## config.mk

```make
export PLATFORM = sky130hd
export DESIGN_NAME = adc_seq_top
export DESIGN_NICKNAME = d
export VERILOG_FILES = /design/src/rtl/adc_seq_pkg.sv /design/src/rtl/adc_trig_sync.sv /design/src/rtl/adc_result_ram.sv /design/src/rtl/adc_seq_regs.sv /design/src/rtl/adc_seq_ctrl.sv /design/src/rtl/adc_seq_top.sv
export SDC_FILE = /design/constraint.sdc
export NUM_CORES = 1
export LEC_CHECK = 0
export BUFFER_PORTS_ARGS = -buffer_cell sky130_fd_sc_hd__clkbuf_2
export CAP_MARGIN = 25
export CELL_PAD_IN_SITES_DETAIL_PLACEMENT = 0
export CELL_PAD_IN_SITES_GLOBAL_PLACEMENT = 2
export CORE_MARGIN = 5
export CORE_UTILIZATION = 40
export DETAILED_ROUTE_END_ITERATION = 8
export PLACE_DENSITY_LB_ADDON = 0.1
export SLEW_MARGIN = 25
export SYNTH_ARGS = -nofsm -noshare
export SYNTH_HDL_FRONTEND = slang
export SYNTH_SLANG_ARGS = --single-unit
```

## constraint.sdc

```tcl
create_clock -name clk -period 2.8 [get_ports clk]
set_input_delay 0.14 -clock clk [delete_from_list [all_inputs] [get_ports clk]]
set_output_delay 0.14 -clock clk [all_outputs]
set_load 0.005 [all_outputs]
```

## src/rtl/adc_seq_pkg.sv

```systemverilog
package adc_seq_pkg;
  localparam int NUM_CH = 8;
  localparam int CH_W   = $clog2(NUM_CH);
  localparam int CFG_W  = 2 * CH_W + 4;

  typedef enum logic [1:0] {
    MODE_ONCE = 2'd0,
    MODE_SCAN = 2'd1,
    MODE_LOOP = 2'd2,
    MODE_STEP = 2'd3
  } seq_mode_e;

  typedef enum logic [1:0] {
    ST_IDLE = 2'd0,
    ST_WAIT = 2'd1,
    ST_HOLD = 2'd2
  } seq_state_e;

  typedef struct packed {
    logic            trig_ext;
    logic            narrow;
    seq_mode_e       mode;
    logic [CH_W-1:0] last_ch;
    logic [CH_W-1:0] first_ch;
  } seq_cfg_t;
endpackage

```

## src/rtl/adc_trig_sync.sv

```systemverilog
module adc_trig_sync #(
  parameter int STAGES = 2
) (
  input  logic clk,
  input  logic rst,
  input  logic pin,
  output logic rise
);
  logic [STAGES-1:0] shreg;
  logic              prev;

  always_ff @(posedge clk) begin
    if (rst) begin
      shreg <= '0;
      prev  <= 1'b0;
    end else begin
      shreg <= {shreg[STAGES-2:0], pin};
      prev  <= shreg[STAGES-1];
    end
  end

  assign rise = shreg[STAGES-1] & ~prev;

  a_r7_rise_single: assert property (@(posedge clk) disable iff (rst)
    rise |=> !rise);
endmodule

```

## src/rtl/adc_result_ram.sv

```systemverilog
module adc_result_ram #(
  parameter int DEPTH = 8,
  parameter int WIDTH = 10,
  localparam int AW   = $clog2(DEPTH)
) (
  input  logic             clk,
  input  logic             we,
  input  logic [AW-1:0]    waddr,
  input  logic [WIDTH-1:0] wdata,
  input  logic [AW-1:0]    raddr,
  output logic [WIDTH-1:0] q
);
  logic [WIDTH-1:0] mem [DEPTH];

  always_ff @(posedge clk) begin
    if (we) mem[waddr] <= wdata;
    q <= mem[raddr];
  end
endmodule

```

## src/rtl/adc_seq_regs.sv

```systemverilog
module adc_seq_regs
  import adc_seq_pkg::*;
#(
  parameter int DATA_W = 16,
  parameter int RES_W  = 10,
  parameter int ADDR_W = 4
) (
  input  logic              clk,
  input  logic              rst,
  input  logic              we,
  input  logic [ADDR_W-1:0] addr,
  input  logic [DATA_W-1:0] wdata,
  input  logic              busy,
  input  logic              irq_set,
  input  logic [RES_W-1:0]  ram_q,
  output logic [CH_W-1:0]   ram_raddr,
  output seq_cfg_t          cfg,
  output logic              sw_start,
  output logic              stop_req,
  output logic              irq,
  output logic [DATA_W-1:0] rdata
);
  localparam logic [ADDR_W-1:0] ADDR_CFG = '0;
  localparam logic [ADDR_W-1:0] ADDR_CMD = ADDR_W'(1);
  localparam int BIT_GO    = 0;
  localparam int BIT_CLR   = 1;
  localparam int BIT_STOP  = 2;

  logic [CFG_W-1:0]  cfg_q;
  logic [DATA_W-1:0] reg_q;
  logic              sel_res;
  logic              cmd_wr;
  logic              unused_wdata;

  assign unused_wdata = ^wdata[DATA_W-1:CFG_W];
  assign cmd_wr   = we && (addr == ADDR_CMD);
  assign sw_start = cmd_wr && wdata[BIT_GO];
  assign stop_req = cmd_wr && wdata[BIT_STOP];
  assign ram_raddr = addr[CH_W-1:0];

  assign cfg.first_ch = cfg_q[CH_W-1:0];
  assign cfg.last_ch  = cfg_q[2*CH_W-1:CH_W];
  assign cfg.mode     = seq_mode_e'(cfg_q[2*CH_W+1:2*CH_W]);
  assign cfg.narrow   = cfg_q[2*CH_W+2];
  assign cfg.trig_ext = cfg_q[2*CH_W+3];

  always_ff @(posedge clk) begin
    if (rst) begin
      cfg_q   <= '0;
      irq     <= 1'b0;
      reg_q   <= '0;
      sel_res <= 1'b0;
    end else begin
      if (we && (addr == ADDR_CFG)) cfg_q <= wdata[CFG_W-1:0];
      if (irq_set) irq <= 1'b1;
      else if (cmd_wr && wdata[BIT_CLR]) irq <= 1'b0;
      sel_res <= addr[ADDR_W-1];
      if (addr == ADDR_CFG)      reg_q <= DATA_W'(cfg_q);
      else if (addr == ADDR_CMD) reg_q <= DATA_W'({irq, busy});
      else                       reg_q <= '0;
    end
  end

  assign rdata = sel_res ? DATA_W'(ram_q) : reg_q;

  a_r9_irq_sets: assert property (@(posedge clk) disable iff (rst)
    irq_set |=> irq);
  a_r9_irq_holds: assert property (@(posedge clk) disable iff (rst)
    (irq && !cmd_wr) |=> irq);
endmodule

```

## src/rtl/adc_seq_ctrl.sv

```systemverilog
module adc_seq_ctrl
  import adc_seq_pkg::*;
#(
  parameter int RES_W = 10,
  parameter int LOW_W = 8
) (
  input  logic             clk,
  input  logic             rst,
  input  seq_cfg_t         cfg,
  input  logic             trig,
  input  logic             stop_req,
  input  logic             conv_done,
  input  logic [RES_W-1:0] conv_data,
  output logic             conv_start,
  output logic [CH_W-1:0]  conv_ch,
  output logic             busy,
  output logic             irq_set,
  output logic             res_we,
  output logic [CH_W-1:0]  res_addr,
  output logic [RES_W-1:0] res_data
);
  seq_state_e      state;
  seq_cfg_t        run_cfg;
  logic            stop_pend;
  logic            at_last;
  logic            stop_any;
  logic [CH_W-1:0] next_ch;
  logic [RES_W-1:0] shaped;

  assign at_last  = (conv_ch == run_cfg.last_ch);
  assign stop_any = stop_pend | stop_req;
  assign next_ch  = at_last ? run_cfg.first_ch :
                    (conv_ch == CH_W'(NUM_CH-1)) ? '0 : conv_ch + 1'b1;
  assign shaped   = run_cfg.narrow ?
                    RES_W'(conv_data[RES_W-1 -: LOW_W]) : conv_data;

  always_ff @(posedge clk) begin
    if (rst) begin
      state      <= ST_IDLE;
      run_cfg    <= '0;
      stop_pend  <= 1'b0;
      conv_start <= 1'b0;
      conv_ch    <= '0;
      busy       <= 1'b0;
      irq_set    <= 1'b0;
      res_we     <= 1'b0;
      res_addr   <= '0;
      res_data   <= '0;
    end else begin
      conv_start <= 1'b0;
      irq_set    <= 1'b0;
      res_we     <= 1'b0;
      case (state)
        ST_IDLE: begin
          if (trig) begin
            run_cfg    <= cfg;
            conv_ch    <= cfg.first_ch;
            conv_start <= 1'b1;
            busy       <= 1'b1;
            stop_pend  <= 1'b0;
            state      <= ST_WAIT;
          end
        end
        ST_WAIT: begin
          if (stop_req) stop_pend <= 1'b1;
          if (conv_done) begin
            res_we   <= 1'b1;
            res_addr <= conv_ch;
            res_data <= shaped;
            case (run_cfg.mode)
              MODE_ONCE: begin
                irq_set <= 1'b1;
                busy    <= 1'b0;
                state   <= ST_IDLE;
              end
              MODE_SCAN: begin
                if (at_last) irq_set <= 1'b1;
                if (at_last || stop_any) begin
                  busy  <= 1'b0;
                  state <= ST_IDLE;
                end else begin
                  conv_ch    <= next_ch;
                  conv_start <= 1'b1;
                end
              end
              MODE_LOOP: begin
                if (at_last) irq_set <= 1'b1;
                if (stop_any) begin
                  busy  <= 1'b0;
                  state <= ST_IDLE;
                end else begin
                  conv_ch    <= next_ch;
                  conv_start <= 1'b1;
                end
              end
              default: begin
                if (at_last) irq_set <= 1'b1;
                busy  <= 1'b0;
                state <= stop_any ? ST_IDLE : ST_HOLD;
              end
            endcase
          end
        end
        ST_HOLD: begin
          if (stop_req) begin
            state <= ST_IDLE;
          end else if (trig) begin
            conv_ch    <= next_ch;
            conv_start <= 1'b1;
            busy       <= 1'b1;
            stop_pend  <= 1'b0;
            state      <= ST_WAIT;
          end
        end
        default: state <= ST_IDLE;
      endcase
    end
  end

  a_r11_start_pulse: assert property (@(posedge clk) disable iff (rst)
    conv_start |=> !conv_start);
  a_r11_ch_moves_with_start: assert property (@(posedge clk) disable iff (rst)
    (conv_ch != $past(conv_ch)) |-> conv_start);
  a_r10_busy_with_start: assert property (@(posedge clk) disable iff (rst)
    conv_start |-> busy);
  a_r10_no_start_outstanding: assert property (@(posedge clk) disable iff (rst)
    (state == ST_WAIT && !conv_done && !conv_start) |=> !conv_start);
  a_r8_irq_after_done: assert property (@(posedge clk) disable iff (rst)
    irq_set |-> $past(conv_done));
endmodule

```

## src/rtl/adc_seq_top.sv

```systemverilog
module adc_seq_top
  import adc_seq_pkg::*;
#(
  parameter int DATA_W    = 16,
  parameter int RES_W     = 10,
  parameter int LOW_W     = 8,
  parameter int ADDR_W    = 4,
  parameter int SYNC_STGS = 2
) (
  input  logic              clk,
  input  logic              rst,
  input  logic              reg_we,
  input  logic [ADDR_W-1:0] reg_addr,
  input  logic [DATA_W-1:0] reg_wdata,
  output logic [DATA_W-1:0] reg_rdata,
  input  logic              ext_trig,
  output logic              conv_start,
  output logic [CH_W-1:0]   conv_ch,
  input  logic              conv_done,
  input  logic [RES_W-1:0]  conv_data,
  output logic              busy,
  output logic              irq
);
  seq_cfg_t        cfg;
  logic            sw_start;
  logic            stop_req;
  logic            ext_rise;
  logic            trig;
  logic            irq_set;
  logic            res_we;
  logic [CH_W-1:0] res_addr;
  logic [RES_W-1:0] res_data;
  logic [CH_W-1:0] ram_raddr;
  logic [RES_W-1:0] ram_q;

  assign trig = cfg.trig_ext ? ext_rise : sw_start;

  adc_trig_sync #(.STAGES(SYNC_STGS)) u_sync (
    .clk(clk), .rst(rst), .pin(ext_trig), .rise(ext_rise));

  adc_seq_regs #(.DATA_W(DATA_W), .RES_W(RES_W), .ADDR_W(ADDR_W)) u_regs (
    .clk(clk), .rst(rst), .we(reg_we), .addr(reg_addr), .wdata(reg_wdata),
    .busy(busy), .irq_set(irq_set), .ram_q(ram_q), .ram_raddr(ram_raddr),
    .cfg(cfg), .sw_start(sw_start), .stop_req(stop_req), .irq(irq),
    .rdata(reg_rdata));

  adc_seq_ctrl #(.RES_W(RES_W), .LOW_W(LOW_W)) u_ctrl (
    .clk(clk), .rst(rst), .cfg(cfg), .trig(trig), .stop_req(stop_req),
    .conv_done(conv_done), .conv_data(conv_data), .conv_start(conv_start),
    .conv_ch(conv_ch), .busy(busy), .irq_set(irq_set), .res_we(res_we),
    .res_addr(res_addr), .res_data(res_data));

  adc_result_ram #(.DEPTH(NUM_CH), .WIDTH(RES_W)) u_ram (
    .clk(clk), .we(res_we), .waddr(res_addr), .wdata(res_data),
    .raddr(ram_raddr), .q(ram_q));
endmodule

```

# [After elaboration in Yosys (flattened, before gate mapping)]
# Memory sizes are Yosys's and may differ from the RTL's. A register that Yosys moved wholly into a read port is not among the register bits.
# Index checks and enable logic that the tools add are counted.
[totals] ff_bits=63 mem_bits_rw=80 in_bits=35 elab_cells=112 mem_count=1
[memory_table] memory="u_ram.mem" words=8 word_bits=10 rd=1 rd_ports_with_merged_regs=1 write_ports=1 line_no="adc_result_ram.sv:13" source="logic [WIDTH-1:0] mem [DEPTH];"
[op_classes] n_addsub=1 n_eq_ne=17 n_mux=48 n_bitwise=5 n_reduce_logical=20
[op_table] cell="$mux W3" count=8
[op_table] cell="$mux W1" count=21
[op_table] cell="$mux W10" count=2
[op_table] cell="$mux W16" count=1
[op_table] cell="$mux W2" count=7
[op_table] cell="$pmux W2 S3" count=2
[op_table] cell="$pmux W1 S3" count=3
[op_table] cell="$pmux W3 S3" count=1
[op_table] cell="$ne A2 B2 Y1 const B" count=4
[op_table] cell="$reduce_and A8 Y1" count=1
[op_table] cell="$ne A3 B2 Y1 const B" count=2
[op_table] cell="$ne A3 B3 Y1 const B" count=2
[op_table] cell="$pmux W3 S2" count=1
[op_table] cell="$reduce_and A3 Y1" count=2
[op_table] cell="$logic_and A1 B1 Y1" count=5
[op_table] cell="$reduce_and A5 Y1" count=1
[op_table] cell="$eq A2 B1 Y1 const B" count=2
[op_table] cell="$eq A2 B2 Y1 const B" count=2
[op_table] cell="$eq A4 B1 Y1 const B" count=1
[op_table] cell="$logic_not A2 Y1" count=2
[op_table] cell="$logic_not A4 Y1" count=1
[op_table] cell="$pmux W1 S2" count=2
[op_table] cell="$reduce_and A2 Y1" count=2
[op_table] cell="$reduce_or A2 Y1" count=2
[op_table] cell="other kinds (12)" count=14

# [Logic depth before layout (Yosys ltp)]
[depth] ltp_word=9 depth_mapped=8 depth_no_buf=7

# [Cells and area by module]
# A second synthesis with hierarchy kept.
[unflattened] cells_unflattened=425 area_unflattened_um2=6105.9
[by_module_without_submodules] mod="adc_result_ram" instances=1 cells_each=138 area_each_um2=3333.2 seq_area_each_um2=2602.5
[by_module_without_submodules] mod="adc_seq_ctrl" instances=1 cells_each=180 area_each_um2=1642.8 seq_area_each_um2=640.6
[by_module_without_submodules] mod="adc_seq_regs" instances=1 cells_each=99 area_each_um2=1027.2 seq_area_each_um2=440.4
[by_module_without_submodules] mod="adc_trig_sync" instances=1 cells_each=7 area_each_um2=87.6 seq_area_each_um2=60.1
[by_module_without_submodules] mod="adc_seq_top" instances=1 cells_each=1 area_each_um2=15.0 seq_area_each_um2=0.0

# [Least setup slack after synthesis]
# Ideal clock, no wire load.
[synth_timing] kind="reg2reg" from="reg u_ctrl.state[1]" to="reg u_ctrl.conv_start" arrival_ps=1559 slack_ps=1172 path_stages_with_launch=9 n_path_buf=1 period_less_slack_ps=1628 cell_sequence="dfxtp_1 inv_1 ha_1 buf_2 nand2_1 nor2_1 nand3b_1 or4_1 o21ai_1"
[synth_between] elab_chain_len=2 elab_cells_between_ends=4 cone_classes="2 x eq/ne; 1 x mux; 1 x reduce/logical"
[synth_rtl] item="start, declared" line_no="adc_seq_ctrl.sv:22" source="seq_state_e state;"
[synth_rtl] item="start signal, assigned" line_no="adc_seq_ctrl.sv:99" source="state <= stop_any ? ST_IDLE : ST_HOLD;"
[synth_rtl] item="$eq A2 B2 Y1 (tied with other cells)" line_no="adc_seq_ctrl.sv:53" source="case (state)"
[synth_rtl] item="$pmux W1 S3 (*)" line_no="adc_seq_ctrl.sv:53"
[synth_rtl] item="end signal, assigned" line_no="adc_seq_ctrl.sv:50" source="conv_start <= 1'b0;"
[synth_rtl] item="end signal, assigned" line_no="adc_seq_ctrl.sv:58" source="conv_start <= 1'b1;"
[synth_rtl] item="end signal, assigned" line_no="adc_seq_ctrl.sv:83" source="conv_start <= 1'b1;"
[synth_rtl] item="end, declared" line_no="adc_seq_ctrl.sv:14" source="output logic conv_start,"
# Every way passes the cells marked *; elsewhere a longest branch is shown, timed or not.
# A chain may end at the register's enable or synchronous reset.

# [Worst setup path after layout]
[layout_timing] from="in reg_addr[3]" to="reg u_ctrl.run_cfg[5] in the netlist's numbering"
[layout_between] elab_chain_len=5
[layout_rtl] item="start, declared" line_no="adc_seq_top.sv:13" source="input logic [ADDR_W-1:0] reg_addr,"
[layout_rtl] item="$eq A4 B1 Y1" line_no="adc_seq_regs.sv:36" source="assign cmd_wr = we && (addr == ADDR_CMD);"
[layout_rtl] item="$logic_and A1 B1 Y1" line_no="adc_seq_regs.sv:36"
[layout_rtl] item="$logic_and A1 B1 Y1" line_no="adc_seq_regs.sv:37" source="assign sw_start = cmd_wr && wdata[BIT_GO];"
[layout_rtl] item="$mux W1" line_no="adc_seq_top.sv:36" source="assign trig = cfg.trig_ext ? ext_rise : sw_start;"
[layout_rtl] item="$reduce_and A2 Y1 (no source line)"
[layout_rtl] item="end signal, assigned" line_no="adc_seq_ctrl.sv:56" source="run_cfg <= cfg;"
[layout_rtl] item="end, declared" line_no="adc_seq_ctrl.sv:23" source="seq_cfg_t run_cfg;"
# Every way passes these cells.

==> key figures <==
Status
  • Outcome: finished clean

Placed design
  • Port buffer count: 44
  • Placer's final routability congestion estimate: 0.789
  • Dpl hpwl: 9.15 mm
  • Placed cell count: 661

Drt
  • Initial drt markers: 190
  • Routed Antenna Nets: 0
  • Wire per inst: 18.9 um
  • Vias: 3,621
  • DR DRC count: 0
  • Vias per Instance: 5.12
  • Final WL: 13.3 mm
  • Drt pass-1 iters: 4

Run
  • Max cap viols: 0

CTS
  • Worst skew pair latency: 0.42 ns
  • Clock transition at path regs: 0.06 ns
  • CTS Root Cell: clkbuf_16
  • Num CTS Buffers: 17
  • Resized Gates After CTS: 0
  • Maximum clock path buffer count: 2
  • H-tree lvl count: 4
  • Sink Count: 147
  • CTS tree: done

Synthesis
  • Cells after Synth: 441
  • Post-synth EDFFs: 80
  • Mapped Area: 5910 sq um
  • Post-synthesis sequential area ratio: 0.633
  • Seq cells post-synth: 147
  • Synth Flop Type: edfxtp_1
  • Ys async rst share: 0
  • Post-synthesis cell type count: 44
  • YS warnings: 0
  • Synthesized area per cell: 13.4 sq um

Setup path
  • R2R Path Start: u_ctrl.state[1]$_SDFFE_PP0P_
  • Max FO, Critical Path: 11
  • Worst setup path category: input port to register
  • Reg2reg setup slack: 0.75 ns
  • Reg2Reg Capture Point: u_ctrl.conv_start$_SDFF_PP0_
  • CP arrival: 2.41 ns
  • Crit. End Element: register
  • FF-to-FF path depth: 7
  • Startpoint Class: input port
  • Crit path required time: 3.08 ns

Die
  • Starting Density: 0.407
  • Die Y: 132 um
  • Chip width: 132 um
  • IO Count: 57
  • Row cnt: 44
  • Core area: 14,500 sq um
  • Die Area: 17,300 sq um

STA
  • RSZ-0062 raised after global routing: no
  • Slew Limit Fails: 0
  • Max Freq: 468 MHz
  • Relative slew slack: 0.538
  • Total negative slack: 0 ns
  • Final hold viol count: 0
  • Measured slew at the worst slew-check pin: 0.694 ns
  • Final min period: 2.14 ns
  • Final setup fails: 0
  • Final period util: 0.763
  • Worst clock skew: 0.00942 ns

Global routing
  • Grt ovf: 0
  • Number of global-route vias before repair: 3,672
  • Pin count of the biggest net entering global routing: 35
  • Antenna violations before repair: 0
  • GRT Resource Usage Total: 0.159
  • First-pass GRT wire length: 20.9 mm

Cells and area
  • Util after Layout: 0.484
  • # diodes: 0
  • Fraction of layout cells with a size suffix above 1: 0.241
  • # nets final: 556
  • Post-Layout Cell Count: 707
  • P&R area growth vs syn: 18.9%

Power
  • Pwr/cell area: 652 nW/um^2
  • Max VDD drop: 0.000415 V
  • Lkg Pwr: 2.31 nW

Hold path
  • Hold path cells: 3
  • Hold EP: u_ctrl.res_data[6]$_SDFFE_PP0P_
  • Worst Min Path Start: conv_data[6]
  • Hold Path Class: input port to register
[sequential cells by signal (all words and copies together), names as in the netlist]
| signal | cells |
|---|---|
| u_ctrl.res_addr | 3 |
| u_sync.shreg | 2 |
| u_ctrl.stop_pend | 1 |
| u_ctrl.irq_set | 1 |
| u_regs.cfg | 10 |
| u_regs.sel_res | 1 |
| u_sync.prev | 1 |
| u_ram.mem | 80 |
| u_ctrl.run_cfg | 9 |
| u_ctrl.busy | 1 |
| u_ctrl.res_we | 1 |
| u_ctrl.conv_ch | 3 |
| u_ctrl.conv_start | 1 |
| u_ram.q | 10 |
| u_regs.reg_q | 10 |
| u_ctrl.res_data | 10 |
| u_regs.irq | 1 |
| u_ctrl.state | 2 |
[worst max-delay path by stage]
stage	start	to	slack (ns)	cells after the start
after floorplan	u_ctrl.state[1]$_SDFFE_PP0P_	u_ctrl.conv_start$_SDFF_PP0_	1.17	8
after global placement	reg_addr[3]	u_ctrl.run_cfg[4]$_SDFFE_PP0P_	0.77	7
after detailed placement	reg_addr[3]	u_ctrl.run_cfg[5]$_SDFFE_PP0P_	0.77	7
after CTS	reg_addr[3]	u_ctrl.run_cfg[5]$_SDFFE_PP0P_	0.66	8
after global routing	reg_addr[3]	u_ctrl.run_cfg[4]$_SDFFE_PP0P_	0.48	8
final	reg_addr[3]	u_ctrl.run_cfg[5]$_SDFFE_PP0P_	0.66	8
[kinds of logic (layout without fill, tap and decap cells)]
logic type / count (synthesis) / in the layout / share of synthesized area
DFF: 147 / 147 / 0.633
and+or+nand+nor: 129 / 129 / 0.106
AOI/OAI and AO/OA: 61 / 61 / 0.0643
muxes: 55 / 55 / 0.140
buffers and inverters: 34 / 111 / 0.0290
adders and majority gates: 11 / 11 / 0.0233
xor gates and xnor gates: 3 / 3 / 0.00444
other: 1 / 6 / 0.000634
[critical path: stages]
cell,delay [ns]
dlygate4sd3_1,0.54
clkbuf_2,0.13
or3b_4,0.48
o31ai_1,0.47
buf_4,0.23
nand2_1,0.20
nand2_1,0.14
a21oi_1,0.08
[repair_timing]
item                       in CTS  in global routing
setup buffers                   0                  0
setup endpoints to repair       0                  0
hold endpoints to repair       14                  0
hold buffers                   14                  0
[Yosys cell counts (2+ instances only)]
master	n	share of area
nor3_1	5	0.0042
xnor2_1	3	0.0044
edfxtp_1	80	0.41
ha_1	11	0.023
and2_1	9	0.0095
and3_1	2	0.0021
mux2_2	20	0.038
nand2_1	46	0.029
nand2b_1	10	0.011
buf_4	6	0.0076
mux2i_1	15	0.025
nand3_1	12	0.010
o21ai_0	5	0.0042
nor2_1	26	0.017
o31ai_1	2	0.0025
nand3b_1	6	0.0076
buf_6	2	0.0038
nor2b_1	5	0.0053
a211oi_1	10	0.013
or3_1	2	0.0021
buf_2	5	0.0042
dfxtp_1	67	0.23
or4_1	2	0.0025
a211o_1	3	0.0044
mux4_2	20	0.076
clkbuf_1	13	0.0083
inv_1	7	0.0044
a21oi_1	31	0.026
[layout by cell type, fill, tap and decap left out, drive strengths merged, types with 11 or more instances in the layout]
cell         instances
nand3               12
buf                 14
dlygate4sd3         14
nor2                27
a21oi               31
ha                  11
mux4                20
mux2i               15
mux2                20
clkbuf              63
nand2               46
dfxtp               67
edfxtp              80
[metrics by stage]
step | instance area (sq um) | setup slack (ns) | power [mW] | hold WS [ns]
floorplan | 5930 | 1.17 | 2.43 | 0.236
global placement | 6340 | 0.766 | 2.49 | 0.362
detailed placement | 6340 | 0.771 | 2.49 | 0.357
CTS | 7030 | 0.657 | 4.63 | 0.0484
global route | 7030 | 0.484 | 4.74 | 0.0651
finish | 7030 | 0.665 | 4.58 | 0.0589
[layer usage]
metal,share of wire,global-route usage,vias up
li1,-,-,1748
met1,0.48,0.217,1785
met2,0.47,0.245,76
met3,0.043,0.0493,12
met4,0.012,0.0480,0
met5,0,0,-
[where the power goes]
| group | switching (mW) | internal (mW) | total [mW] | leakage, nW |
|---|---|---|---|---|
| sequential | 0.0143 | 2.27 | 2.28 | 1.17 |
| combinational | 0.0851 | 0.0858 | 0.171 | 0.874 |
| clock | 0.839 | 1.29 | 2.13 | 0.264 |
[cell type report]
type / instances / area [sq um]
clock buffers: 19 / 433
clock inverters: 13 / 118
fillers: 1318 / 7500
inverters: 7 / 26.3
multi-input cells: 265 / 2020
flip-flops and latches: 147 / 3740
well taps: 184 / 230
repair buffers: 72 / 465
Power figures use the tool's default switching activity.
